`src/rtl/bkpt_pkg.sv`:
```
`timescale 1ns/1ps
package bkpt_pkg;

   localparam int unsigned MAX_SLOTS    = 4;
   localparam int unsigned FIELD_BASE   = 16;
   localparam int unsigned FIELD_STRIDE = 4;
   localparam int unsigned REG_STATUS   = 4;
   localparam int unsigned REG_CTRL     = 5;

   typedef enum logic [1:0] {
      COND_EXEC  = 2'b00,
      COND_WRITE = 2'b01,
      COND_IO    = 2'b10,
      COND_RDWR  = 2'b11
   } cond_e;

   // length code sits above condition code inside a 4-bit slot field
   typedef struct packed {
      logic [1:0] len;
      cond_e      cond;
   } slot_field_t;

   function automatic logic [3:0] span_bytes(input logic [1:0] code);
      case (code)
         2'b00:   span_bytes = 4'd1;
         2'b01:   span_bytes = 4'd2;
         2'b11:   span_bytes = 4'd4;
         default: span_bytes = 4'd8;
      endcase
   endfunction

   function automatic logic [3:0] access_bytes(input logic [1:0] sz);
      access_bytes = 4'd1 << sz;
   endfunction

   function automatic logic [2*MAX_SLOTS-1:0] local_mask();
      logic [2*MAX_SLOTS-1:0] m;
      m = '0;
      for (int i = 0; i < MAX_SLOTS; i++) m[2*i] = 1'b1;
      return m;
   endfunction

endpackage

```
`src/rtl/bkpt_slot_cmp.sv`:
```
`timescale 1ns/1ps
module bkpt_slot_cmp
   import bkpt_pkg::*;
#(
   parameter int unsigned ADDR_W = 32
) (
   input  logic              enable,
   input  slot_field_t       field,
   input  logic [ADDR_W-1:0] slot_addr,
   input  logic              fetch_valid,
   input  logic [ADDR_W-1:0] fetch_addr,
   input  logic              data_valid,
   input  logic [ADDR_W-1:0] data_addr,
   input  logic [1:0]        data_size,
   input  logic              data_write,
   output logic              hit
);

   localparam int unsigned EXT_W = ADDR_W + 1;

   logic [3:0]        slot_span;
   logic [3:0]        acc_span;
   logic [ADDR_W-1:0] align_mask;
   logic [EXT_W-1:0]  slot_lo;
   logic [EXT_W-1:0]  slot_hi;
   logic [EXT_W-1:0]  acc_lo;
   logic [EXT_W-1:0]  acc_hi;
   logic              overlap;
   logic              exec_match;
   logic              cond_match;

   always_comb begin
      slot_span  = span_bytes(field.len);
      acc_span   = access_bytes(data_size);
      align_mask = ~(ADDR_W'(slot_span) - ADDR_W'(1));
      slot_lo    = {1'b0, slot_addr & align_mask};
      slot_hi    = slot_lo + EXT_W'(slot_span) - EXT_W'(1);
      acc_lo     = {1'b0, data_addr};
      acc_hi     = acc_lo + EXT_W'(acc_span) - EXT_W'(1);
      overlap    = (acc_lo <= slot_hi) && (slot_lo <= acc_hi);
      exec_match = fetch_valid && (fetch_addr == slot_addr);
   end

   always_comb begin
      case (field.cond)
         COND_EXEC:  cond_match = exec_match;
         COND_WRITE: cond_match = data_valid && data_write && overlap;
         COND_RDWR:  cond_match = data_valid && overlap;
         default:    cond_match = 1'b0;
      endcase
   end

   assign hit = enable && cond_match;

endmodule

```
`src/rtl/bkpt_regs.sv`:
```
`timescale 1ns/1ps
module bkpt_regs
   import bkpt_pkg::*;
#(
   parameter int unsigned ADDR_W    = 32,
   parameter int unsigned DATA_W    = 32,
   parameter int unsigned NUM_SLOTS = 4,
   parameter int unsigned REG_AW    = 3
) (
   input  logic                                 clk,
   input  logic                                 rst_n,
   input  logic                                 reg_we,
   input  logic [REG_AW-1:0]                    reg_addr,
   input  logic [DATA_W-1:0]                    reg_wdata,
   output logic [DATA_W-1:0]                    reg_rdata,
   input  logic                                 task_sw,
   input  logic [NUM_SLOTS-1:0]                 slot_hit,
   output logic [NUM_SLOTS-1:0][ADDR_W-1:0]     slot_addr,
   output logic [2*NUM_SLOTS-1:0]               ctrl_en,
   output slot_field_t [NUM_SLOTS-1:0]          ctrl_field,
   output logic [NUM_SLOTS-1:0]                 hit_status
);

   localparam int unsigned EN_W = 2 * NUM_SLOTS;
   localparam logic [EN_W-1:0] LOCAL_BITS = local_mask()[EN_W-1:0];

   logic wr_status;
   logic wr_ctrl;

   assign wr_status = reg_we && (reg_addr == REG_AW'(REG_STATUS));
   assign wr_ctrl   = reg_we && (reg_addr == REG_AW'(REG_CTRL));

   // slot address registers
   for (genvar g = 0; g < NUM_SLOTS; g++) begin : g_addr
      always_ff @(posedge clk or negedge rst_n) begin
         if (!rst_n)
            slot_addr[g] <= '0;
         else if (reg_we && (reg_addr == REG_AW'(g)))
            slot_addr[g] <= reg_wdata[ADDR_W-1:0];
      end
   end

   // enable bits: software write first, then task switch drops locals
   logic [EN_W-1:0] en_nxt;
   always_comb begin
      en_nxt = wr_ctrl ? reg_wdata[EN_W-1:0] : ctrl_en;
      if (task_sw) en_nxt = en_nxt & ~LOCAL_BITS;
   end

   always_ff @(posedge clk or negedge rst_n) begin
      if (!rst_n) ctrl_en <= '0;
      else        ctrl_en <= en_nxt;
   end

   for (genvar g = 0; g < NUM_SLOTS; g++) begin : g_field
      always_ff @(posedge clk or negedge rst_n) begin
         if (!rst_n)
            ctrl_field[g] <= '{len: 2'b00, cond: COND_EXEC};
         else if (wr_ctrl)
            ctrl_field[g] <= slot_field_t'(reg_wdata[FIELD_BASE + FIELD_STRIDE*g +: FIELD_STRIDE]);
      end
   end

   // sticky status, hardware hits override software
   logic [NUM_SLOTS-1:0] status_nxt;
   always_comb begin
      status_nxt = wr_status ? reg_wdata[NUM_SLOTS-1:0] : hit_status;
      status_nxt = status_nxt | slot_hit;
   end

   always_ff @(posedge clk or negedge rst_n) begin
      if (!rst_n) hit_status <= '0;
      else        hit_status <= status_nxt;
   end

   // read mux
   always_comb begin
      reg_rdata = '0;
      for (int i = 0; i < NUM_SLOTS; i++) begin
         if (reg_addr == REG_AW'(i)) reg_rdata[ADDR_W-1:0] = slot_addr[i];
      end
      if (reg_addr == REG_AW'(REG_STATUS)) reg_rdata[NUM_SLOTS-1:0] = hit_status;
      if (reg_addr == REG_AW'(REG_CTRL)) begin
         reg_rdata[EN_W-1:0] = ctrl_en;
         for (int i = 0; i < NUM_SLOTS; i++)
            reg_rdata[FIELD_BASE + FIELD_STRIDE*i +: FIELD_STRIDE] = ctrl_field[i];
      end
   end

endmodule

```
`src/rtl/bkpt_match_unit.sv`:
```
`timescale 1ns/1ps
module bkpt_match_unit
   import bkpt_pkg::*;
#(
   parameter int unsigned ADDR_W    = 32,
   parameter int unsigned DATA_W    = 32,
   parameter int unsigned NUM_SLOTS = 4,
   parameter int unsigned REG_AW    = 3
) (
   input  logic              clk,
   input  logic              rst_n,
   input  logic              reg_we,
   input  logic [REG_AW-1:0] reg_addr,
   input  logic [DATA_W-1:0] reg_wdata,
   output logic [DATA_W-1:0] reg_rdata,
   input  logic              task_sw,
   input  logic              fetch_valid,
   input  logic [ADDR_W-1:0] fetch_addr,
   input  logic              data_valid,
   input  logic [ADDR_W-1:0] data_addr,
   input  logic [1:0]        data_size,
   input  logic              data_write,
   output logic              dbg_req
);

   localparam int unsigned EN_W = 2 * NUM_SLOTS;

   if (NUM_SLOTS < 1 || NUM_SLOTS > MAX_SLOTS) begin : g_bad_slots
      $error("NUM_SLOTS must lie between 1 and 4");
   end
   if (DATA_W < FIELD_BASE + FIELD_STRIDE * MAX_SLOTS || DATA_W < ADDR_W) begin : g_bad_data
      $error("DATA_W must hold the control layout and a full address");
   end
   if (ADDR_W < 4) begin : g_bad_addr
      $error("ADDR_W must cover an 8-byte span");
   end
   if (REG_AW < 3) begin : g_bad_regaw
      $error("REG_AW must decode offsets 0 to 5");
   end

   logic [NUM_SLOTS-1:0][ADDR_W-1:0] slot_addr;
   logic [EN_W-1:0]                  ctrl_en;
   slot_field_t [NUM_SLOTS-1:0]      ctrl_field;
   logic [NUM_SLOTS-1:0]             hit_status;
   logic [NUM_SLOTS-1:0]             slot_hit;

   bkpt_regs #(
      .ADDR_W   (ADDR_W),
      .DATA_W   (DATA_W),
      .NUM_SLOTS(NUM_SLOTS),
      .REG_AW   (REG_AW)
   ) i_regs (
      .clk       (clk),
      .rst_n     (rst_n),
      .reg_we    (reg_we),
      .reg_addr  (reg_addr),
      .reg_wdata (reg_wdata),
      .reg_rdata (reg_rdata),
      .task_sw   (task_sw),
      .slot_hit  (slot_hit),
      .slot_addr (slot_addr),
      .ctrl_en   (ctrl_en),
      .ctrl_field(ctrl_field),
      .hit_status(hit_status)
   );

   for (genvar g = 0; g < NUM_SLOTS; g++) begin : g_slot
      bkpt_slot_cmp #(
         .ADDR_W(ADDR_W)
      ) i_cmp (
         .enable     (ctrl_en[2*g] | ctrl_en[2*g+1]),
         .field      (ctrl_field[g]),
         .slot_addr  (slot_addr[g]),
         .fetch_valid(fetch_valid),
         .fetch_addr (fetch_addr),
         .data_valid (data_valid),
         .data_addr  (data_addr),
         .data_size  (data_size),
         .data_write (data_write),
         .hit        (slot_hit[g])
      );
   end

   always_ff @(posedge clk or negedge rst_n) begin
      if (!rst_n) dbg_req <= 1'b0;
      else        dbg_req <= |slot_hit;
   end

endmodule

```
`config.mk`:
```
export PLATFORM = sky130hd
export DESIGN_NAME = bkpt_match_unit
export DESIGN_NICKNAME = d
export VERILOG_FILES = /design/src/rtl/bkpt_pkg.sv /design/src/rtl/bkpt_slot_cmp.sv /design/src/rtl/bkpt_regs.sv /design/src/rtl/bkpt_match_unit.sv
export SDC_FILE = /design/constraint.sdc
export NUM_CORES = 1
export LEC_CHECK = 0
export ABC_AREA = 1
export BUFFER_PORTS_ARGS = -buffer_cell sky130_fd_sc_hd__buf_4
export CAP_MARGIN = 20
export CORE_MARGIN = 3
export CORE_UTILIZATION = 55
export CTS_CLUSTER_DIAMETER = 150
export CTS_CLUSTER_SIZE = 16
export DETAILED_ROUTE_END_ITERATION = 10
export PLACE_DENSITY = 0.73
export SETUP_SLACK_MARGIN = 0.15
export SYNTH_ARGS = -nofsm -noshare
export SYNTH_HDL_FRONTEND = slang
export SYNTH_SLANG_ARGS = --single-unit
```
`constraint.sdc`:
```
create_clock -name clk -period 8 [get_ports clk]
set_clock_uncertainty 0.15 [all_clocks]
set_input_delay 0.8 -clock clk [delete_from_list [all_inputs] [get_ports clk]]
set_output_delay 0.8 -clock clk [all_outputs]
set_load 0.05 [all_outputs]
```
==> metrics.cfg <==
[timing]
fmax_ghz=0.174
fin_crit_sh_pct=71.7
setup_ws_ns=2.26
tns_ns=0
rsz0062_at_grt=no
report.final.slew_viol_count=0
finalHoldViolCount=0
setup_viol=0
relSlewSlack_pct=30.2
tightest_slew_ns=1.04
hold_slack_ns=0.243
fin_crit_ns=5.74

[global_routing]
grt_overflow=0
antenna_found_initial=8
grt_pass1_wl_um=152000
grt_pass1_vias=24698
grt_max_degree=97
grt_util_all_layers_pct=46.0

[finish]
stdcell_count=4041
fin_nets=4021
final_util_pct=61.0
drive_gt1_share_pct=7.30
syn_to_final_growth_pct=7.90
fillers=3881

[yosys]
syn-num-nets=4014
synth_async_sr_flop_share_pct=100
syn_area_mm2=0.0234
postSynthAreaPerCell_um2=6.71
ys.flop_type=dfrtp_1
synth_edf_count=0
synth_cells=3486
yosys_warnings=0
synth_cell_types=57
synth.ff_latch_count=157
yosysSeqAreaShare_pct=16.8

[worst_setup_path]
rrSetupSlack_ns=2.26
path_common_cell=nand2_1
required_ns=8.22
slowest_delay_ns=0.56
endpoint=dbg_req
crit_path_start=i_regs.ctrl_field[3]
critPathLaunchType=flop
crit_type=reg -> reg
critPathMaxFanout=10
worstPathArrival_ns=5.96
end_kind=flop
r2r_start=i_regs.ctrl_field[3]
reg2reg_depth=35
crit_slowest_cell=dfrtp_1
r2r_end=dbg_req

[floorplan]
die_w_um=212
io_pins=141
coreArea_mm2=0.0414
die-height_um=212
initial_core_util_pct=56.5
die_area_mm2=0.0450
rows=74

[clocking]
cts.clk_slew.worst_paths_ns=0.08
worstSkewPairLatency_ns=0.51
cts_tree=done
cts_sinks=157
cts_root_buf=clkbuf_16
ctsHtreeMaxLevel=4
cts_buffers=17
ctsResizeCount=0
cts.path.max_buffers=2
holdBufCountCts=0
cts_setup_buffers=0

[routing]
ant_nets=0
wire_per_inst_um=26.3
first_iter_violations=3458
routed_wl_um=106000
drc=0
dr_total_vias=26357
viasPerCell=6.52
dr.pass1.iters=6

[place]
dp.cells=4006
gp_congestion=1.14
port-buffer-count=140
post-place-ws_ns=2.09
dp_hpwl_um=87200

[pwr]
p_comb_share_pct=71.7
p_switching_uw=4530
p_leak_uw=0.0133
clock_power_share_pct=11.0
ir_drop_v=0.000158
p_int_uw=3330
seqPwrFrac_pct=17.3
power_density_mw_per_mm2=311
switching_share_pct=57.6

[outcome]
outcome=finished clean

[run]
max-cap-violations=0

[min_path]
hold_path_class=in -> async

## state kept, by name (all words and copies together), names as in the netlist
signal / flops
i_regs.hit_status: 4
i_regs.ctrl_field: 16
dbg_req: 1
i_regs.ctrl_en: 8
i_regs.slot_addr: 128
## metrics by stage
stage          power [µW]  area (µm²)
6_report             7850       25200
5_1_grt              8360       25200
4_1_cts              7590       25200
3_5_place_dp         6710       24600
3_3_place_gp         6530       24600
2_1_floorplan        4970       23400
## layout make-up
class / count / area [µm²] / share of cell area (%)
multi-input combinational: 2681 / 17000 / 67.6
sequential: 157 / 3930 / 15.6
inverter: 483 / 1810 / 7.19
timing repair buffer: 153 / 1170 / 4.65
tap: 532 / 666 / 2.64
clock buffer: 17 / 425 / 1.69
clock inverter: 15 / 169 / 0.669
antenna: 3 / 7.51 / 0.0298
## metal layers
metal | vias to the layer above | routed length (µm) | GRT usage, %
met1 | 12180 | 40300 | 59.5
li1 | 11678 | - | -
met2 | 2009 | 42400 | 66.1
met5 | - | 67 | 0
met3 | 480 | 15600 | 15.6
met4 | 10 | 7700 | 28.1
## cell usage in the layout, fill, tap and decap left out, types with 10 or more instances in the layout
master     count
nand2_1      790
inv_1        479
ha_1         415
a21oi_1      292
o21ai_0      242
nor2_1       209
dfrtp_1      157
buf_4        151
xor2_1       107
xnor2_1       91
nand3_1       79
o22ai_1       62
nor3_1        59
nand4_1       35
a31oi_1       34
a21o_1        30
o21bai_1      22
o211ai_1      21
o21ai_2       21
o21a_1        20
o2111ai_1     19
nor4_1        17
clkbuf_16     17
a21oi_2       14
nand2_2       10
## cells in the mapped netlist, types with 34 or more instances
cell / instances / area [µm²]
dfrtp_1: 157 / 3930
a31oi_1: 34 / 213
nor3_1: 59 / 295
xor2_1: 107 / 937
xnor2_1: 91 / 797
nand4_1: 35 / 219
a21oi_1: 292 / 1460
nand2_1: 794 / 2980
o22ai_1: 62 / 388
nor2_1: 210 / 788
nand3_1: 81 / 405
clkbuf_1: 161 / 604
ha_1: 415 / 5190
inv_1: 479 / 1800
o21ai_0: 242 / 1210
## logic make-up after synthesis
family	synth area share, %
AND/OR/NAND/NOR	21.4
adder cells (fa/ha/maj)	22.6
AO/OA/AOI/OAI	21.3
XOR/XNOR	7.42
flip-flops	16.8
buffers and inverters	10.4
## power groups by stage
| stage | Clock (µW) | Combinational (µW) | Sequential (µW) |
|---|---|---|---|
| final | 866 | 5630 | 1360 |
| after global placement | 0 | 5210 | 1320 |
| after floorplan | 0 | 3860 | 1110 |
| after detailed placement | 0 | 5390 | 1320 |
| after global routing | 897 | 6130 | 1340 |
| after CTS | 865 | 5420 | 1310 |
## worst min path at each step
stage                         startpoint                   end  slack, ns
floorplan              i_regs.ctrl_en[3]     i_regs.ctrl_en[3]       0.30
global placement    i_regs.slot_addr[97]  i_regs.slot_addr[97]       0.32
detailed placement  i_regs.slot_addr[97]  i_regs.slot_addr[97]       0.33
CTS                                rst_n  i_regs.slot_addr[94]       0.28
global route                       rst_n  i_regs.slot_addr[94]       0.31
finish                             rst_n  i_regs.slot_addr[93]       0.24
## worst max-delay path: cells and delay by family, from the launching register on
family | cells | cell delay [ns]
adder cells (fa/ha/maj) | 3 | 0.95
AND/OR/NAND/NOR | 24 | 2.67
buffers and inverters | 3 | 0.15
flip-flops | 1 | 0.56
AO/OA/AOI/OAI | 4 | 1.00
XOR/XNOR | 1 | 0.16
Power figures use the tool's default switching activity.
